`src/rtl/intc_core.sv`:
```
module intc_core #(
  parameter int N = 10,
  parameter logic [N-1:0] LOWCAP = 10'h050
) (
  input  logic         clk,
  input  logic         rst_n,
  input  logic [N-1:0] irq_in,
  input  logic [3:0]   bus_addr,
  input  logic         bus_wr,
  input  logic         bus_rd,
  input  logic [31:0]  bus_wdata,
  output logic [31:0]  bus_rdata,
  output logic         irq_o,
  output logic         fiq_o
);
  localparam logic [3:0] A_STAT = 4'd0, A_ENSET = 4'd1, A_ENCLR = 4'd2, A_ROUTE = 4'd3,
                         A_POL = 4'd4, A_TSEL = 4'd5, A_TSRC = 4'd6;
  localparam int PADW = 32 - N;

  logic [N-1:0] en_q, route_q, pol_q, tsrc_q;
  logic         tsel_q;
  logic [N-1:0] wd, active, pend;
  logic [N-1:0] rd_mux;
  logic         unused_wd;

  assign wd = bus_wdata[N-1:0];
  assign unused_wd = &{1'b0, bus_wdata[31:N]};

  assign active = (tsel_q ? tsrc_q : irq_in) ^ pol_q;
  assign pend   = active & en_q;
  assign irq_o  = |(pend & ~route_q);
  assign fiq_o  = |(pend & route_q);

  always_ff @(posedge clk) begin
    if (!rst_n) begin
      en_q    <= '0;
      route_q <= '0;
      pol_q   <= '0;
      tsel_q  <= 1'b0;
      tsrc_q  <= '0;
    end else if (bus_wr) begin
      case (bus_addr)
        A_ENSET: en_q    <= en_q | wd;
        A_ENCLR: en_q    <= en_q & ~wd;
        A_ROUTE: route_q <= wd;
        A_POL:   pol_q   <= wd & LOWCAP;
        A_TSEL:  tsel_q  <= wd[0];
        A_TSRC:  tsrc_q  <= wd;
        default: ;
      endcase
    end
  end

  always_comb begin
    case (bus_addr)
      A_STAT:           rd_mux = pend;
      A_ENSET, A_ENCLR: rd_mux = en_q;
      A_ROUTE:          rd_mux = route_q;
      A_POL:            rd_mux = pol_q;
      A_TSEL:           rd_mux = {{(N-1){1'b0}}, tsel_q};
      A_TSRC:           rd_mux = tsrc_q;
      default:          rd_mux = '0;
    endcase
  end

  always_ff @(posedge clk) begin
    if (!rst_n)      bus_rdata <= '0;
    else if (bus_rd) bus_rdata <= {{PADW{1'b0}}, rd_mux};
  end
endmodule

```
`config.mk`:
```
export PLATFORM = sky130hd
export DESIGN_NAME = intc_core
export DESIGN_NICKNAME = d
export VERILOG_FILES = /design/src/rtl/intc_core.sv
export SDC_FILE = /design/constraint.sdc
export NUM_CORES = 1
export LEC_CHECK = 0
export ABC_AREA = 1
export BUFFER_PORTS_ARGS = -buffer_cell sky130_fd_sc_hd__buf_2
export CORE_ASPECT_RATIO = 1.4
export CORE_MARGIN = 5
export CORE_UTILIZATION = 50
export CTS_CLUSTER_SIZE = 16
export DETAILED_ROUTE_END_ITERATION = 12
export GPL_TIMING_DRIVEN = 0
export PLACE_DENSITY = 0.8
export SYNTH_ARGS = -nofsm -noshare
export SYNTH_HDL_FRONTEND = slang
export SYNTH_SLANG_ARGS = --single-unit
```
`constraint.sdc`:
```
create_clock -name clk -period 1.5 [get_ports clk]
set_input_delay 0.3 -clock clk [delete_from_list [all_inputs] [get_ports clk]]
set_output_delay 0.3 -clock clk [all_outputs]
set_load 0.005 [all_outputs]
```
==> metrics.cfg <==
[status]
status = complete, but fails checks
failed_checks = negative setup slack

[logic_synthesis]
synth_fa_ha_area_frac = 0
synthSimpleGateAreaFrac = 0.285
synth_top_family_by_area = simple AND/OR/NAND/NOR gates
muxShareOfSynthArea = 0
synth-xor-area-share = 0
ys_types = 26
synthTopCellsByArea = dfxtp_1, nand2_1, a21oi_1
netlist_instances = 374
yosysSeqAreaShare = 0.353
synth_area_sq_um = 2440
synth_compound_area_frac = 0.197
synth_top_area_frac = 0.353
ys_ff_latch = 43
syn_avg_cell_area_sq_um = 6.53
yosysWarnings = 0
synth_top_area_cell = dfxtp_1

[timing]
setup_viol = 2
fmax_ghz = 0.505
drv_slew = 0
skew_ps = 9.84
layout_setup_ws_ps = -479
hold_ws_ps = 285
fin_crit_ps = 1980
max_slew_margin = 0.564
rsz0062_at_grt = yes
tightest_slew_ps = 653
hold_viol_final = 0
period_share = 1.32

[placement]
dp_hpwl_um = 5040
gp_congestion = 0.924
place_inst = 497
portBuffers = 38

[worst_hold_path]
hold_class = in -> reg

[floorplan]
core_area_sq_um = 4800
die_w_um = 69.1
die_y_um = 92.7
die_area_sq_um = 6400
boundaryPins = 84
row_count = 30
start_util = 0.508

[critical_path]
cp_max_fo = 8
worstSetupStartpointType = register
arrival_ps = 1680
critPathKind = reg -> out
crit_path_end_kind = primary output
crit_required_ps = 1200

[finish]
syn_to_final_growth_pct = 20.6
final-seq-area_sq_um = 865
fillerInstances = 493
final_nets = 492
multi_input_area_sq_um = 1270
num_antenna_cells = 0
drive_above_1_share = 0.210
layout_commonest_cell = nand2_1
instances_no_fill = 507
final_cell_mix = nand2_1, a21oi_1, dfxtp_1

[clocking]
cts_max_path_buffers = 2
clock_latency_ps = 300
ctsHoldBuffers = 0
cts.clk_slew.worst_paths_ps = 90
clock-sinks = 43
htree_num_levels = 2
cts_tree = done
cts_root_buf = clkbuf_8
numCtsBuffers = 5

[grt]
grt_pass1_wl_um = 11700
grt_overflow = 0
grt_pass1_vias = 2606
grt_max_degree = 14
antenna_found_initial = 0
track_usage = 0.225

[detailed_routing]
finalWirelength_um = 6920
wl_per_cell_um = 13.6
vias = 2591
viasPerCell = 5.11
drtIter0Drc = 87
ant_nets = 0
drc = 0
drtPass1Iterations = 5

[run]
max-cap-violations = 0

[power]
p_leak_uw = 0.00127
power.density_nw_per_um2 = 828
vdd_ir_drop_max_v = 0.000487

[kinds of logic (layout without fill, tap and decap cells)]
group	after synthesis	after routing
buffers and inverters	78	126
and+or+nand+nor	157	157
AOI/OAI and AO/OA	95	95
DFF	43	43
other	1	22
[report_power, final]
part / switching (uW) / internal, uW / total [uW]
clock network: 417 / 539 / 957
registers: 14.1 / 1160 / 1180
logic: 187 / 118 / 304
[metrics by stage]
| step | cell area [sq um] | utilization | setup TNS, ps | worst slack [ps] | total power, uW |
|---|---|---|---|---|---|
| after floorplan | 2520 | - | 0 | 143 | 1390 |
| after global placement | 2790 | 0.581 | -701 | -359 | 1490 |
| after detailed placement | 2790 | 0.581 | -1080 | -361 | 1500 |
| after CTS | 2940 | 0.611 | -895 | -467 | 2430 |
| after global routing | 2940 | 0.613 | -1190 | -600 | 2510 |
| final | 2940 | 0.613 | -932 | -479 | 2440 |
[final cells by class]
cell class	instances	area share
plain buffers	35	0.0808
clock buffers	6	0.0281
clock inverters	2	0.0119
inverters	43	0.0561
multi-input cells	274	0.432
flip-flops and latches	43	0.294
well taps	64	0.0272
repair buffers	40	0.0697
[per-layer routing]
metal  wire (um)  global-route usage
met1        2650               0.254
met2        3460               0.389
met3         628              0.0532
met4         182               0.122
met5           0                   0
[what timing repair did]
| item | 4_1_cts | 5_1_grt |
|---|---|---|
| cloned | 0 | 0 |
| gates resized for setup | 8 | 0 |
| setup buffers | 1 | 1 |
| endpoints found under the setup margin | 7 | 3 |
| pin swaps | 4 | 0 |
[synthesized netlist by cell type]
library cell	number
dfxtp_1	43
nor2_1	22
nand2_2	3
inv_2	2
buf_2	1
o21ai_1	6
buf_1	1
nand4_1	1
nand3b_1	1
nor2_4	3
conb_1	1
clkinv_1	1
o21ai_0	40
buf_4	24
nand2_1	84
nand3_1	38
and2_1	1
nor3_1	1
a21oi_2	1
nor2_2	2
clkbuf_1	7
o211ai_1	1
inv_1	40
a21oi_1	47
nand3_4	1
buf_6	2
[worst max-delay path, stage by stage, from the launching register on]
cell,delay (ps)
dfxtp_4,380
clkinvlp_4,230
nand2_2,140
nand2_1,50
nand2_1,50
nand2_1,90
nand3_1,90
nand2_1,50
nand3b_1,160
buf_2,140
[final timing paths]
kind / startpoint / endpoint / slack [ps] / cells after the start
worst max-delay path: tsel_q / fiq_o / -480 / 9
worst min-delay path: bus_wdata[1] / register / 290 / 3
worst max register to register: tsel_q / bus_rdata[4] / 110 / 8
worst min register to register: bus_rdata[4] / bus_rdata[4] / 470 / 2
No activity file was read; power rests on OpenSTA's default activity.
